<file path="config.mk">
export PLATFORM = sky130hd
export DESIGN_NAME = pipe_steer
export DESIGN_NICKNAME = d
export VERILOG_FILES = /design/src/rtl/steer_pkg.sv /design/src/rtl/steer_ctrl.sv /design/src/rtl/steer_lane.sv /design/src/rtl/steer_datapath.sv /design/src/rtl/pipe_steer.sv
export SDC_FILE = /design/constraint.sdc
export NUM_CORES = 1
export LEC_CHECK = 0
export ABC_CLOCK_PERIOD_IN_PS = 1600
export BUFFER_PORTS_ARGS = -buffer_cell sky130_fd_sc_hd__buf_2
export CORE_AREA = 2 2 83 69
export DETAILED_ROUTE_END_ITERATION = 6
export DIE_AREA = 0 0 85 71
export GPL_TIMING_DRIVEN = 1
export PLACE_DENSITY = 0.78
export SLEW_MARGIN = 40
export SYNTH_ARGS = -nofsm -noshare
export SYNTH_HDL_FRONTEND = slang
export SYNTH_SLANG_ARGS = --single-unit
</file>
<file path="constraint.sdc">
create_clock -name clk -period 1.6 [get_ports clk]
set_input_delay 0.24 -clock clk [delete_from_list [all_inputs] [get_ports clk]]
set_output_delay 0.24 -clock clk [all_outputs]
set_load 0.05 [all_outputs]
</file>
<file path="src/rtl/steer_pkg.sv">
package steer_pkg;

  typedef enum logic [1:0] {
    CLS_INT    = 2'd0,
    CLS_MEM    = 2'd1,
    CLS_BRANCH = 2'd2,
    CLS_FLOAT  = 2'd3
  } instClass_e;

  // strobes from control to datapath
  typedef struct packed {
    logic fLoad;   // F pipe accepts an instruction
    logic mLoad;   // M pipe accepts an instruction
    logic fSel;    // slot feeding F (0 = older)
    logic mSel;    // slot feeding M (0 = older)
  } steerCtl_t;

endpackage

</file>
<file path="src/rtl/steer_ctrl.sv">
module steer_ctrl
  import steer_pkg::*;
#(
  parameter int REG_IDX_W = 5
) (
  input  logic                 clk,
  input  logic                 rst_n,
  input  logic                 s0Valid,
  input  instClass_e           s0Class,
  input  logic                 s0Hilo,
  input  logic [REG_IDX_W-1:0] s0Dst,
  input  logic                 s1Valid,
  input  instClass_e           s1Class,
  input  logic                 s1Hilo,
  input  logic [REG_IDX_W-1:0] s1SrcA,
  input  logic [REG_IDX_W-1:0] s1SrcB,
  output steerCtl_t            ctl,
  output logic [1:0]           takeCount
);

  function automatic logic needsF(instClass_e c, logic hilo);
    return (c == CLS_BRANCH) || (c == CLS_FLOAT) || ((c == CLS_INT) && hilo);
  endfunction

  function automatic logic needsM(instClass_e c);
    return (c == CLS_MEM);
  endfunction

  logic f0Only, f1Only, m0Only, m1Only;
  logic rawHazard, pipeClash, pairOk, swapOrder;

  always_comb begin
    f0Only    = needsF(s0Class, s0Hilo);
    f1Only    = needsF(s1Class, s1Hilo);
    m0Only    = needsM(s0Class);
    m1Only    = needsM(s1Class);
    rawHazard = (s0Dst != '0) && ((s1SrcA == s0Dst) || (s1SrcB == s0Dst));
    pipeClash = (f0Only && f1Only) || (m0Only && m1Only);
    pairOk    = s0Valid && s1Valid && !rawHazard && !pipeClash;
    // older goes to M only when one side forces it
    swapOrder = m0Only || f1Only;
  end

  always_comb begin
    ctl = '0;
    if (pairOk) begin
      ctl.fLoad = 1'b1;
      ctl.mLoad = 1'b1;
      ctl.fSel  = swapOrder;
      ctl.mSel  = !swapOrder;
    end else if (s0Valid) begin
      if (m0Only) begin
        ctl.mLoad = 1'b1;
      end else begin
        ctl.fLoad = 1'b1;
      end
    end
  end

  always_comb begin
    if (pairOk)       takeCount = 2'd2;
    else if (s0Valid) takeCount = 2'd1;
    else              takeCount = 2'd0;
  end

  // the two pipes never draw from the same slot
  assert_one_per_pipe_R4: assert property (@(posedge clk) disable iff (!rst_n)
    (ctl.fLoad && ctl.mLoad) |-> (ctl.fSel != ctl.mSel));

  // consumed count agrees with the pipe loads
  assert_count_matches_R9: assert property (@(posedge clk) disable iff (!rst_n)
    takeCount == ({1'b0, ctl.fLoad} + {1'b0, ctl.mLoad}));

  // an older load/store lands on M
  assert_mem_to_m_R2: assert property (@(posedge clk) disable iff (!rst_n)
    (s0Valid && s0Class == CLS_MEM) |-> (ctl.mLoad && !ctl.mSel));

  // a read-after-write inside the pair splits it
  assert_pair_hazard_R7: assert property (@(posedge clk) disable iff (!rst_n)
    (s0Valid && s1Valid && s0Dst != '0 && (s1SrcA == s0Dst || s1SrcB == s0Dst))
      |-> (takeCount == 2'd1));

  // no issue past an empty older slot
  assert_in_order_R8: assert property (@(posedge clk) disable iff (!rst_n)
    !s0Valid |-> (takeCount == 2'd0));

endmodule

</file>
<file path="src/rtl/steer_lane.sv">
module steer_lane #(
  parameter int REG_IDX_W   = 5,
  parameter int PIPE_STAGES = 5
) (
  input  logic                 clk,
  input  logic                 rst_n,
  input  logic                 load,
  input  logic                 sel,
  input  logic [1:0]           cls,
  input  logic [REG_IDX_W-1:0] dst,
  output logic                 issueValid,
  output logic                 issueSlot,
  output logic [1:0]           issueClass,
  output logic [REG_IDX_W-1:0] issueDst,
  output logic                 wbValid,
  output logic [REG_IDX_W-1:0] wbDst
);

  localparam int LAST = PIPE_STAGES - 1;

  typedef struct packed {
    logic                 v;
    logic                 slot;
    logic [1:0]           cls;
    logic [REG_IDX_W-1:0] dst;
  } stage_t;

  stage_t stg [PIPE_STAGES];

  always_ff @(posedge clk) begin
    if (!rst_n) begin
      stg[0] <= '0;
    end else if (load) begin
      stg[0] <= '{v: 1'b1, slot: sel, cls: cls, dst: dst};
    end else begin
      stg[0] <= '0;
    end
  end

  for (genvar k = 1; k < PIPE_STAGES; k++) begin : g_chain
    always_ff @(posedge clk) begin
      if (!rst_n) stg[k] <= '0;
      else        stg[k] <= stg[k-1];
    end

    // each stage follows its predecessor by one cycle
    assert_stage_shift_R10: assert property (@(posedge clk) disable iff (!rst_n)
      (stg[k].v == $past(stg[k-1].v)) && (stg[k].dst == $past(stg[k-1].dst)));
  end

  assign issueValid = stg[0].v;
  assign issueSlot  = stg[0].slot;
  assign issueClass = stg[0].cls;
  assign issueDst   = stg[0].dst;
  assign wbValid    = stg[LAST].v;
  assign wbDst      = stg[LAST].dst;

endmodule

</file>
<file path="src/rtl/steer_datapath.sv">
module steer_datapath
  import steer_pkg::*;
#(
  parameter int REG_IDX_W   = 5,
  parameter int PIPE_STAGES = 5
) (
  input  logic                 clk,
  input  logic                 rst_n,
  input  steerCtl_t            ctl,
  input  logic [1:0]           s0Class,
  input  logic [REG_IDX_W-1:0] s0Dst,
  input  logic [1:0]           s1Class,
  input  logic [REG_IDX_W-1:0] s1Dst,
  output logic                 fValid,
  output logic                 fSlot,
  output logic [1:0]           fClass,
  output logic [REG_IDX_W-1:0] fDst,
  output logic                 mValid,
  output logic                 mSlot,
  output logic [1:0]           mClass,
  output logic [REG_IDX_W-1:0] mDst,
  output logic                 fWbValid,
  output logic [REG_IDX_W-1:0] fWbDst,
  output logic                 mWbValid,
  output logic [REG_IDX_W-1:0] mWbDst
);

  localparam int NUM_PIPES = 2;   // index 0 = F, 1 = M

  logic                 laneLoad   [NUM_PIPES];
  logic                 laneSel    [NUM_PIPES];
  logic                 laneValid  [NUM_PIPES];
  logic                 laneSlot   [NUM_PIPES];
  logic [1:0]           laneClass  [NUM_PIPES];
  logic [REG_IDX_W-1:0] laneDst    [NUM_PIPES];
  logic                 laneWbV    [NUM_PIPES];
  logic [REG_IDX_W-1:0] laneWbDst  [NUM_PIPES];

  assign laneLoad[0] = ctl.fLoad;
  assign laneSel[0]  = ctl.fSel;
  assign laneLoad[1] = ctl.mLoad;
  assign laneSel[1]  = ctl.mSel;

  for (genvar p = 0; p < NUM_PIPES; p++) begin : g_pipe
    logic [1:0]           muxCls;
    logic [REG_IDX_W-1:0] muxDst;

    assign muxCls = laneSel[p] ? s1Class : s0Class;
    assign muxDst = laneSel[p] ? s1Dst   : s0Dst;

    steer_lane #(
      .REG_IDX_W  (REG_IDX_W),
      .PIPE_STAGES(PIPE_STAGES)
    ) u_lane (
      .clk       (clk),
      .rst_n     (rst_n),
      .load      (laneLoad[p]),
      .sel       (laneSel[p]),
      .cls       (muxCls),
      .dst       (muxDst),
      .issueValid(laneValid[p]),
      .issueSlot (laneSlot[p]),
      .issueClass(laneClass[p]),
      .issueDst  (laneDst[p]),
      .wbValid   (laneWbV[p]),
      .wbDst     (laneWbDst[p])
    );
  end

  assign fValid   = laneValid[0];
  assign fSlot    = laneSlot[0];
  assign fClass   = laneClass[0];
  assign fDst     = laneDst[0];
  assign mValid   = laneValid[1];
  assign mSlot    = laneSlot[1];
  assign mClass   = laneClass[1];
  assign mDst     = laneDst[1];
  assign fWbValid = laneWbV[0];
  assign fWbDst   = laneWbDst[0];
  assign mWbValid = laneWbV[1];
  assign mWbDst   = laneWbDst[1];

  // no load/store ever sits in the F issue register
  assert_no_mem_on_f_R2: assert property (@(posedge clk) disable iff (!rst_n)
    fValid |-> (fClass != 2'd1));

  // branch and floating point never sit in the M issue register
  assert_m_class_R1: assert property (@(posedge clk) disable iff (!rst_n)
    mValid |-> (mClass == 2'd0 || mClass == 2'd1));

  // a pair fills the two pipes from different slots
  assert_distinct_slots_R4: assert property (@(posedge clk) disable iff (!rst_n)
    (fValid && mValid) |-> (fSlot != mSlot));

endmodule

</file>
<file path="src/rtl/pipe_steer.sv">
module pipe_steer
  import steer_pkg::*;
#(
  parameter int REG_IDX_W   = 5,
  parameter int PIPE_STAGES = 5
) (
  input  logic                 clk,
  input  logic                 rst_n,
  input  logic                 s0Valid,
  input  logic [1:0]           s0Class,
  input  logic                 s0Hilo,
  input  logic [REG_IDX_W-1:0] s0Dst,
  input  logic                 s1Valid,
  input  logic [1:0]           s1Class,
  input  logic                 s1Hilo,
  input  logic [REG_IDX_W-1:0] s1SrcA,
  input  logic [REG_IDX_W-1:0] s1SrcB,
  input  logic [REG_IDX_W-1:0] s1Dst,
  output logic [1:0]           takeCount,
  output logic                 fValid,
  output logic                 fSlot,
  output logic [1:0]           fClass,
  output logic [REG_IDX_W-1:0] fDst,
  output logic                 mValid,
  output logic                 mSlot,
  output logic [1:0]           mClass,
  output logic [REG_IDX_W-1:0] mDst,
  output logic                 fWbValid,
  output logic [REG_IDX_W-1:0] fWbDst,
  output logic                 mWbValid,
  output logic [REG_IDX_W-1:0] mWbDst
);

  steerCtl_t ctl;

  steer_ctrl #(.REG_IDX_W(REG_IDX_W)) u_ctrl (
    .clk      (clk),
    .rst_n    (rst_n),
    .s0Valid  (s0Valid),
    .s0Class  (instClass_e'(s0Class)),
    .s0Hilo   (s0Hilo),
    .s0Dst    (s0Dst),
    .s1Valid  (s1Valid),
    .s1Class  (instClass_e'(s1Class)),
    .s1Hilo   (s1Hilo),
    .s1SrcA   (s1SrcA),
    .s1SrcB   (s1SrcB),
    .ctl      (ctl),
    .takeCount(takeCount)
  );

  steer_datapath #(
    .REG_IDX_W  (REG_IDX_W),
    .PIPE_STAGES(PIPE_STAGES)
  ) u_dp (
    .clk     (clk),
    .rst_n   (rst_n),
    .ctl     (ctl),
    .s0Class (s0Class),
    .s0Dst   (s0Dst),
    .s1Class (s1Class),
    .s1Dst   (s1Dst),
    .fValid  (fValid),
    .fSlot   (fSlot),
    .fClass  (fClass),
    .fDst    (fDst),
    .mValid  (mValid),
    .mSlot   (mSlot),
    .mClass  (mClass),
    .mDst    (mDst),
    .fWbValid(fWbValid),
    .fWbDst  (fWbDst),
    .mWbValid(mWbValid),
    .mWbDst  (mWbDst)
  );

endmodule

</file>
==> results.py <==
metrics = {
    "global_route": {
        "use_met1_pct": 14.37,
        "grt_busiest_layer": "met2",
        "antenna_found_initial": 0,
        "overflow": 0,
        "grtUsageMet2_pct": 21.01,
        "grt_util_met3_pct": 7.001,
        "grt_max_degree": 46,
        "grt.total_usage_pct": 13.29,
        "grt_first_pass_wirelength_um": 6003,
        "first_global_vias": 1415,
    },
    "placed_design": {
        "dp.cells": 344,
        "preCtsSetupSlack_ns": -0.3193,
        "io_buffers": 61,
        "hpwl_um": 2722,
        "place_area_sq_um": 2917,
        "routabilityCongestion": 0.7374,
    },
    "sta": {
        "report.final.hold_viol_count": 0,
        "rsz0062_at_grt": "true",
        "fin_tns_setup_ns": -0.2177,
        "setup_slack_ns": -0.1756,
        "fin_skew_ns": 0.004589,
        "holdWs_ns": 0.2505,
        "finalCritPeriodShare_pct": 111.0,
        "setup_viol": 2,
        "fin_crit_ns": 1.776,
        "finalMaxSlewViolations": 0,
        "maxClockFrequency_ghz": 0.5632,
    },
    "die": {
        "die_x_um": 85,
        "initial_core_util_pct": 44.76,
        "dieHeight_um": 71,
        "num_io_pins": 62,
        "core_sq_um": 5255,
        "num_rows": 24,
        "dieArea_sq_um": 6035,
    },
    "clock_network": {
        "clock-root-buffer": "clkbuf_8",
        "cts.sinks": 66,
        "clk_latency_ns": 0.32,
        "clkTransAtPathRegs_ns": 0.06,
        "cts_made_buffers": 9,
        "cts_max_path_buffers": 2,
        "holdBufCountCts": 0,
        "cts_max_level": 3,
        "cts_tree": "done",
    },
    "finish": {
        "largest_reg_flops": 66,
        "fin_cells": 363,
        "final_area_sq_um": 3221,
        "nets": 323,
        "fin_util_pct": 61.29,
        "diodes": 0,
        "regMostFlops": "u_dp.g_pipe.u_lane.stg",
        "top_regs": "u_dp.g_pipe.u_lane.stg (66)",
        "drive_above_1_share_pct": 37.58,
        "area_growth_pct": 36.91,
    },
    "worst_setup_path": {
        "worstPathArrival_ns": 1.54,
        "critPathKind": "in2out",
        "cp_data_required_time_ns": 1.36,
        "end_kind": "output pin",
        "worstSetupStartpointType": "input port",
        "path_max_fanout": 4,
    },
    "yosys": {
        "synth-main-ff-cell": "dfxtp_1",
        "netlist-cell-type-count": 28,
        "synth_top_area_share_pct": 40.85,
        "seq_area_frac_synth_pct": 63.83,
        "syn_area_per_cell_sq_um": 12.45,
        "yosysWarnings": 0,
        "synth-seq-cells": 66,
        "yosys.area.top_type": "dfxtp_1",
        "synth_edf_count": 18,
        "syn_inst": 189,
        "synthTopCellsByArea": "dfxtp_1, edfxtp_1, and2_1",
        "yosys-top-cells-count": "and2_1, dfxtp_1, edfxtp_1",
        "async_flop_share_pct": 0,
        "synth_area_sq_um": 2352,
    },
    "run": {
        "maxCapViolCount": 0,
    },
    "outcome": {
        "outcome": "finished, violations left",
        "violations": "setup timing",
    },
    "pwr": {
        "power.density_nw_per_um2": 1176,
        "internal_power_mw": 2.892,
        "swShare_pct": 23.62,
        "switching_power_mw": 0.8943,
        "leakage_nw": 1.548,
        "power_mw": 3.786,
        "power_frac_comb_pct": 12.2,
        "seqPwrFrac_pct": 48.1,
        "power_frac_clock_pct": 39.7,
        "worst_ir_drop_vdd_mv": 0.7529,
    },
    "routing": {
        "vias": 1537,
        "drt-initial-drc-count": 26,
        "firstDrtPassIters": 4,
        "viasPerCell": 4.234,
        "wl_per_cell_um": 10.32,
        "drc": 0,
        "postRouteAntennaNets": 0,
        "drt-total-wl_um": 3746,
    },
    "min_path": {
        "hold_path_class": "in2reg",
    },
}
cells in the final DEF, fill, tap and decap left out, drive strengths merged:
cell / instances
or4: 1
nand2: 1
and3: 1
and2b: 1
a21o: 2
edfxtp: 18
o21ai: 4
a2111oi: 1
clkbuf: 14
a21oi: 1
o21bai: 1
nor2: 18
nor2b: 1
o21a: 1
xor2: 8
clkinv: 2
xnor2: 2
a221oi: 1
inv: 6
dfxtp: 48
buf: 82
conb: 19
nor3: 3
mux2i: 12
and2: 48
a32oi: 1
o211ai: 1
logic make-up after synthesis:
group	Yosys count	synth area share [%]
and+or+nand+nor	74	18.19
AOI/OAI and AO/OA	13	6.755
other	2	0.3193
xor gates and xnor gates	10	3.724
muxes	12	5.107
DFF	66	63.83
buffers and inverters	12	2.075
routing by layer:
metal,up-vias,routed length [um]
met1,675,1607
met3,9,302
met5,-,0
li1,805,-
met4,0,61
met2,48,1774
layout make-up:
| cell class | count | area, sq um |
|---|---|---|
| flip-flops and latches | 66 | 1501 |
| clock inverters | 2 | 10.01 |
| repair buffers | 82 | 495.5 |
| well taps | 65 | 81.33 |
| inverters | 6 | 22.52 |
| multi-input cells | 128 | 883.3 |
| clock buffers | 14 | 226.5 |
| fillers | 422 | 2034 |
worst max-delay path, cell delays in order:
cell and delay [ns]:
buf_6 0.10, xor2_2 0.17, nor3_2 0.23, a32oi_2 0.15
o21a_4 0.25, and2b_4 0.25, buf_8 0.14
power groups by stage:
stage	combinational, mW	clock [mW]	sequential [mW]
final	0.462	1.50	1.82
after global routing	0.496	1.63	1.83
after CTS	0.455	1.54	1.82
after detailed placement	0.442	0	1.86
after global placement	0.436	0	1.86
after floorplan	0.155	0	2.00
final timing paths:
check / startpoint / end / slack (ns) / cells after the start
hold reg to reg: u_dp.g_pipe[0].u_lane.stg[1][0] / u_dp.g_pipe[0].u_lane.stg[2][0] / 0.43 / 1
setup reg to reg: u_dp.g_pipe[0].u_lane.stg[0][8] / u_dp.g_pipe[0].u_lane.stg[1][8] / 0.94 / 1
hold / removal: s1Dst[4] / u_dp.g_pipe[1].u_lane.stg[0][4] / 0.25 / 3
setup / recovery: s1SrcA[4] / takeCount[0] / -0.18 / 7
repair_timing:
item / 4_1_cts / 5_1_grt
pin swaps: 3 / 4
buffers inserted: 2 / 1
setup endpoints to repair: 2 / 2
gates resized for setup: 9 / 2
No activity file was read; power rests on OpenSTA's default activity.
